[config.mk]
export PLATFORM = sky130hd
export DESIGN_NAME = delay_timer_channel
export DESIGN_NICKNAME = d
export VERILOG_FILES = /design/src/rtl/dly_pkg.sv /design/src/rtl/trig_edge_det.sv /design/src/rtl/dly_datapath.sv /design/src/rtl/dly_control.sv /design/src/rtl/delay_timer_channel.sv
export SDC_FILE = /design/constraint.sdc
export NUM_CORES = 1
export LEC_CHECK = 0
export ABC_AREA = 1
export CAP_MARGIN = 20
export CORE_UTILIZATION = 43
export DETAILED_ROUTE_END_ITERATION = 8
export PLACE_DENSITY = 0.76
export SYNTH_ARGS = -nofsm -noshare
export SYNTH_HDL_FRONTEND = slang
export SYNTH_HIERARCHICAL = 1
export SYNTH_SLANG_ARGS = --single-unit
[constraint.sdc]
create_clock -name clk -period 2.1 [get_ports clk]
set_clock_uncertainty 0.15 [all_clocks]
set_input_delay 0.21 -clock clk [delete_from_list [all_inputs] [get_ports clk]]
set_output_delay 0.21 -clock clk [all_outputs]
set_load 0.02 [all_outputs]
[src/rtl/dly_pkg.sv]
package dly_pkg;
  localparam int CNT_W = 16;

  typedef enum logic [1:0] {
    EDGE_NONE    = 2'd0,
    EDGE_RISING  = 2'd1,
    EDGE_FALLING = 2'd2,
    EDGE_BOTH    = 2'd3
  } edgeMode_e;

  typedef struct packed {
    logic load;
    logic dec;
  } dlyStrobe_t;
endpackage

[src/rtl/trig_edge_det.sv]
module trig_edge_det #(
  parameter int SYNC_STAGES = 2,
  parameter int FILT_LEN    = 3
) (
  input  logic       clk,
  input  logic       rstN,
  input  logic       clear,
  input  logic       pinIn,
  input  logic       filtEn,
  input  logic [1:0] edgeSel,
  output logic       edgeHit
);
  import dly_pkg::*;
  localparam int HIST_W = FILT_LEN - 1;

  logic [SYNC_STAGES-1:0] syncQ;
  logic [HIST_W-1:0]      hist;
  logic                   lvl, prevLvl, s, allHi, allLo, lvlNext;

  assign s     = syncQ[SYNC_STAGES-1];
  assign allHi = s & (&hist);
  assign allLo = ~s & ~(|hist);

  always_comb begin
    if (filtEn) begin
      if (allHi)      lvlNext = 1'b1;
      else if (allLo) lvlNext = 1'b0;
      else            lvlNext = lvl;
    end else begin
      lvlNext = s;
    end
  end

  always_ff @(posedge clk or negedge rstN) begin
    if (!rstN) begin
      syncQ   <= '0;
      hist    <= '0;
      lvl     <= 1'b0;
      prevLvl <= 1'b0;
    end else if (clear) begin
      syncQ   <= '0;
      hist    <= '0;
      lvl     <= 1'b0;
      prevLvl <= 1'b0;
    end else begin
      syncQ   <= {syncQ[SYNC_STAGES-2:0], pinIn};
      hist    <= {hist[HIST_W-2:0], s};
      lvl     <= lvlNext;
      prevLvl <= lvl;
    end
  end

  always_comb begin
    unique case (edgeMode_e'(edgeSel))
      EDGE_RISING:  edgeHit = lvl & ~prevLvl;
      EDGE_FALLING: edgeHit = ~lvl & prevLvl;
      EDGE_BOTH:    edgeHit = lvl ^ prevLvl;
      default:      edgeHit = 1'b0;
    endcase
  end


  filt_level_chk: assert property (@(posedge clk) disable iff (!rstN)
    (filtEn && !clear && allHi) |=> lvl);
endmodule

[src/rtl/dly_datapath.sv]
module dly_datapath #(
  parameter int CNT_W = dly_pkg::CNT_W
) (
  input  logic                clk,
  input  logic                rstN,
  input  logic                clear,
  input  dly_pkg::dlyStrobe_t strb,
  input  logic [CNT_W-1:0]    loadVal,
  output logic [CNT_W-1:0]    count,
  output logic                isZero
);
  always_ff @(posedge clk or negedge rstN) begin
    if (!rstN)          count <= '0;
    else if (clear)     count <= '0;
    else if (strb.load) count <= loadVal;
    else if (strb.dec)  count <= count - {{(CNT_W-1){1'b0}}, 1'b1};
  end

  assign isZero = (count == '0);


  load_val_chk: assert property (@(posedge clk) disable iff (!rstN)
    (strb.load && !clear) |=> count == $past(loadVal));

  dec_step_chk: assert property (@(posedge clk) disable iff (!rstN)
    (strb.dec && !strb.load && !clear) |=> count == $past(count) - 1'b1);

  count_hold_chk: assert property (@(posedge clk) disable iff (!rstN)
    (!strb.dec && !strb.load && !clear) |=> $stable(count));

  clear_zero_chk: assert property (@(posedge clk) disable iff (!rstN)
    clear |=> count == '0);
endmodule

[src/rtl/dly_control.sv]
module dly_control (
  input  logic                clk,
  input  logic                rstN,
  input  logic                unitEn,
  input  logic                startWr,
  input  logic                stopWr,
  input  logic                tick,
  input  logic                edgeHit,
  input  logic                isZero,
  output dly_pkg::dlyStrobe_t strb,
  output logic                enabled,
  output logic                irq
);
  logic running, trig, stepOk, irqNext;

  assign trig    = startWr | (enabled & edgeHit);
  assign stepOk  = unitEn & ~stopWr & ~trig & running & tick;
  assign irqNext = stepOk & isZero;

  assign strb.load = unitEn & ~stopWr & trig;
  assign strb.dec  = stepOk & ~isZero;

  always_ff @(posedge clk or negedge rstN) begin
    if (!rstN) begin
      enabled <= 1'b0;
      running <= 1'b0;
      irq     <= 1'b0;
    end else if (!unitEn) begin
      enabled <= 1'b0;
      running <= 1'b0;
      irq     <= 1'b0;
    end else begin
      irq <= irqNext;
      if (stopWr) begin
        enabled <= 1'b0;
        running <= 1'b0;
      end else if (trig) begin
        enabled <= 1'b1;
        running <= 1'b1;
      end else if (irqNext) begin
        running <= 1'b0;
      end
    end
  end


  stop_disable_chk: assert property (@(posedge clk) disable iff (!rstN)
    stopWr |=> !enabled);

  irq_single_chk: assert property (@(posedge clk) disable iff (!rstN)
    irq |=> !irq);

  irq_halt_chk: assert property (@(posedge clk) disable iff (!rstN)
    irq |-> !running);

  idle_ignore_chk: assert property (@(posedge clk) disable iff (!rstN)
    (!enabled && !startWr) |-> !strb.load);
endmodule

[src/rtl/delay_timer_channel.sv]
module delay_timer_channel #(
  parameter int CNT_W       = dly_pkg::CNT_W,
  parameter int NUM_TICKS   = 4,
  parameter int SYNC_STAGES = 2,
  parameter int FILT_LEN    = 3
) (
  input  logic                         clk,
  input  logic                         rstN,
  input  logic                         unitEn,
  input  logic                         startWr,
  input  logic                         stopWr,
  input  logic [CNT_W-1:0]             delayData,
  input  logic [$clog2(NUM_TICKS)-1:0] clkSel,
  input  logic [NUM_TICKS-1:0]         tickEn,
  input  logic [1:0]                   edgeSel,
  input  logic                         filtEn,
  input  logic                         trigIn,
  output logic [CNT_W-1:0]             countVal,
  output logic                         enabled,
  output logic                         irq
);
  dly_pkg::dlyStrobe_t strb;
  logic tick, edgeHit, isZero, clear;

  assign clear = ~unitEn;
  assign tick  = tickEn[clkSel];

  trig_edge_det #(.SYNC_STAGES(SYNC_STAGES), .FILT_LEN(FILT_LEN)) u_edge (
    .clk(clk), .rstN(rstN), .clear(clear), .pinIn(trigIn),
    .filtEn(filtEn), .edgeSel(edgeSel), .edgeHit(edgeHit)
  );

  dly_control u_ctrl (
    .clk(clk), .rstN(rstN), .unitEn(unitEn), .startWr(startWr),
    .stopWr(stopWr), .tick(tick), .edgeHit(edgeHit), .isZero(isZero),
    .strb(strb), .enabled(enabled), .irq(irq)
  );

  dly_datapath #(.CNT_W(CNT_W)) u_dp (
    .clk(clk), .rstN(rstN), .clear(clear), .strb(strb),
    .loadVal(delayData), .count(countVal), .isZero(isZero)
  );
endmodule

==> run_results.csv <==
group,metric,value,unit
status,failed_checks,"setup timing",
floorplan,die_h,65.6,microns
placement,place_area,2440,sq um
final_layout,final_cell_area,2720,sq um
setup_path,cp_max_fo,6,
synth,synth.distinct_cells,28,
timing,fmax,0.462,GHz
synth,synth_mux_area_frac,0,
run,max-cap-violations,0,
power,power_density,555,nW/um^2
clock_tree,cts_tree,"done",
grt,grt_use_total,0.243,
grt,antenna_found_initial,0,
grt,grt_pass1_wl,7.80,mm
setup_path,regToRegSetupSlack,-0.06,ns
min_path,hp-class,"input port to async pin",
setup_path,startpoint,"u_edge/prevLvl",
clock_tree,hold_buffers,0,
setup_path,crit_slowest_cell,"dfrtp_1",
synth,ys_seq_elements,25,
synth,synth_compound_area_frac,0.0762,
final_layout,drive_gt1_frac,0.268,
floorplan,ioPinCount,49,
drt,drt_iter0_drc,98,
timing,worst_pin_slew,0.325,ns
timing,grt_setup_unrepaired,"yes",
setup_path,end_kind,"flip-flop",
placement,dp_hpwl,3.35,mm
synth,synthAdderAreaFrac,0.0216,
setup_path,crit_top_cell,"nand2_1",
clock_tree,cts_buffers,3,
final_layout,fill_cells,302,
floorplan,fp.dieW,65.6,microns
drt,dr.pass1.iters,4,
synth,yosys.area_share.simple,0.426,
drt,final_antenna_net_count,0,
power,leakage,0.00141,uW
power,ir_drop,0.311,mV
setup_path,cp-start-kind,"flip-flop",
timing,relSlewSlack,0.783,
setup_path,r2r.worst_path.cells,14,
drt,vias,1952,
final_layout,n_antenna_cell,0,
grt,grt_max_degree,28,
placement,gp_congestion,0.850,
placement,post-place-ws,-0.111,ns
setup_path,cp.required,2.15,ns
status,status,"finished, violations left",
setup_path,slowest_delay,0.42,ns
floorplan,coreArea,3770,sq um
final_layout,postLayoutCoreUtil,0.722,
final_layout,layout_common_cells,"nand2_1, clkdlybuf4s50_1, nor2_1",
drt,wl_per_cell,12.7,microns
floorplan,start_util,0.462,
drt,drt-vias-per-instance,4.89,
timing,period_share,1.03,
clock_tree,numClockSinks,25,
final_layout,nets,386,
timing,report.final.setup_viol,16,
grt,grt_pass1_vias,1827,
setup_path,crit_chain,"ha_4 > nand2_2 > o211ai_1 > nand2_1 > nand2_1 > nand2_1 > nor2_2 > nand2_2 > nor2_4 > o21ai_4 > buf_6 > nor2_1 > nand2_1 > o21ai_1",
timing,finalHoldViolations,0,
setup_path,critPathKind,"flip-flop to flip-flop",
setup_path,reg2reg_from,"u_edge/prevLvl",
final_layout,area_growth_syn_to_layout,56.5,%
synth,netlist_area,1740,sq um
setup_path,worstPathArrival,2.22,ns
clock_tree,cts-htree-levels,1,
clock_tree,cts_buffer_depth,2,
clock_tree,clkLatencyLatePin,0.27,ns
synth,syn_inst,264,
floorplan,die-area,4310,sq um
floorplan,rows,22,
clock_tree,cts_root_buf,"clkbuf_8",
synth,synth_xor_area_frac,0.00503,
timing,fin_setup_tns,-0.574,ns
placement,portBuffers,48,
drt,routed_wl,5.05,mm
setup_path,crit_end,"u_dp/count[5]",
synth,ys_warn_count,6,
clock_tree,clkTransAtPathRegs,0.09,ns
timing,hold_ws,0.149,ns
grt,globalRouteOverflowTotal,0,
synth,synth_nets,298,
timing,fin_ws,-0.0639,ns
timing,min_period,2.16,ns
synth,ys_seq_area_frac,0.359,
drt,drc,0,
final_layout,final_common_cell,"nand2_1",
synth,synth.avg_cell_area,6.59,sq um
synth,synth_top_family_by_area,"simple AND/OR/NAND/NOR gates",
timing,drv_slew,0,
setup_path,r2r-end,"u_dp/count[5]",
-- report_power, final --
part	leakage (uW)	internal [uW]	switching (uW)
sequential	0.000339	506	22.2
clock	0.0000255	133	160
combinational	0.00105	321	369
-- how the worst min path moves through the flow --
stage	from	to	depth (start not counted)
4_1_cts	rstN	u_dp/count[10]	2
6_report	rstN	u_dp/count[11]	2
5_1_grt	rstN	u_dp/count[15]	2
2_1_floorplan	rstN	u_ctrl/enabled	0
3_5_place_dp	u_edge/syncQ[0]	u_edge/syncQ[1]	2
3_3_place_gp	u_edge/syncQ[0]	u_edge/syncQ[1]	2
-- registers in the layout, indices dropped and copies added (netlist names) --
| name | flops |
|---|---|
| u_edge/prevLvl | 1 |
| u_ctrl/enabled | 1 |
| u_ctrl/running | 1 |
| u_edge/hist | 2 |
| u_ctrl/irq | 1 |
| u_edge/lvl | 1 |
| u_edge/syncQ | 2 |
| u_dp/count | 16 |
-- Yosys cell counts --
library cell | number | share of area
nor2_8 | 1 | 0.012
nand4_1 | 1 | 0.0036
o22ai_1 | 4 | 0.014
nor2_2 | 8 | 0.029
nand2_1 | 82 | 0.18
buf_6 | 2 | 0.013
nor4_2 | 1 | 0.0072
nand3_1 | 18 | 0.052
o221ai_1 | 1 | 0.0050
ha_1 | 3 | 0.022
nand3b_1 | 1 | 0.0043
nor3_1 | 1 | 0.0029
o21ai_1 | 6 | 0.017
buf_4 | 2 | 0.0086
inv_1 | 33 | 0.071
nand3_2 | 1 | 0.0058
nor2_4 | 2 | 0.013
inv_4 | 1 | 0.0036
a21oi_1 | 3 | 0.0086
nor2_1 | 48 | 0.10
o21ai_4 | 1 | 0.0093
nand2_2 | 3 | 0.011
o21ai_0 | 6 | 0.017
xor2_1 | 1 | 0.0050
dfrtp_1 | 25 | 0.36
o211ai_1 | 1 | 0.0043
inv_2 | 7 | 0.015
nand2_4 | 1 | 0.0065
-- through the flow --
step	cells	total power, uW
global route	399	1610
detailed placement	382	1130
floorplan	264	891
finish	399	1510
global placement	382	1120
CTS	393	1460
-- cell families (layout without fill, tap and decap cells) --
kind of cell	Yosys count	count (layout)
xor+xnor	1	1
simple gates	168	168
compound gates	22	22
flops	25	25
buf+inv	45	132
fa+ha+maj	3	3
-- layout make-up --
cell class / count / area, sq um / area share
clock buffers: 3 / 41.3 / 0.0152
clock inverters: 1 / 5.00 / 0.00184
inverters: 41 / 164 / 0.0602
multi-input cells: 194 / 1040 / 0.383
flip-flops and latches: 25 / 628 / 0.231
well taps: 48 / 60.1 / 0.0220
repair buffers: 86 / 777 / 0.285
repair inverters: 1 / 6.26 / 0.00230
-- routing by layer --
metal  vias to the layer above  wire [microns]  track usage
li1                        985               -            -
met3                        10             288       0.0295
met1                       884            2110        0.293
met2                        73            2530        0.415
met4                         0             121        0.130
met5                         -               0            0
-- worst max-delay path, delay by kind of cell, from the launching register on --
kind / cells / cell delay, ns
AND/OR/NAND/NOR: 9 / 0.83
adder cells (fa/ha/maj): 1 / 0.28
AO/OA/AOI/OAI: 3 / 0.27
buffers and inverters: 1 / 0.15
flip-flops: 1 / 0.42
-- repair_timing --
| action | in CTS | in global routing |
|---|---|---|
| setup buffers | 7 | 5 |
| hold endpoints to repair | 0 | 0 |
| pin swaps | 10 | 13 |
| endpoints found under the setup margin | 16 | 16 |
| gates cloned | 0 | 1 |
| resized for setup | 10 | 28 |
No activity file was read; power rests on OpenSTA's default activity.
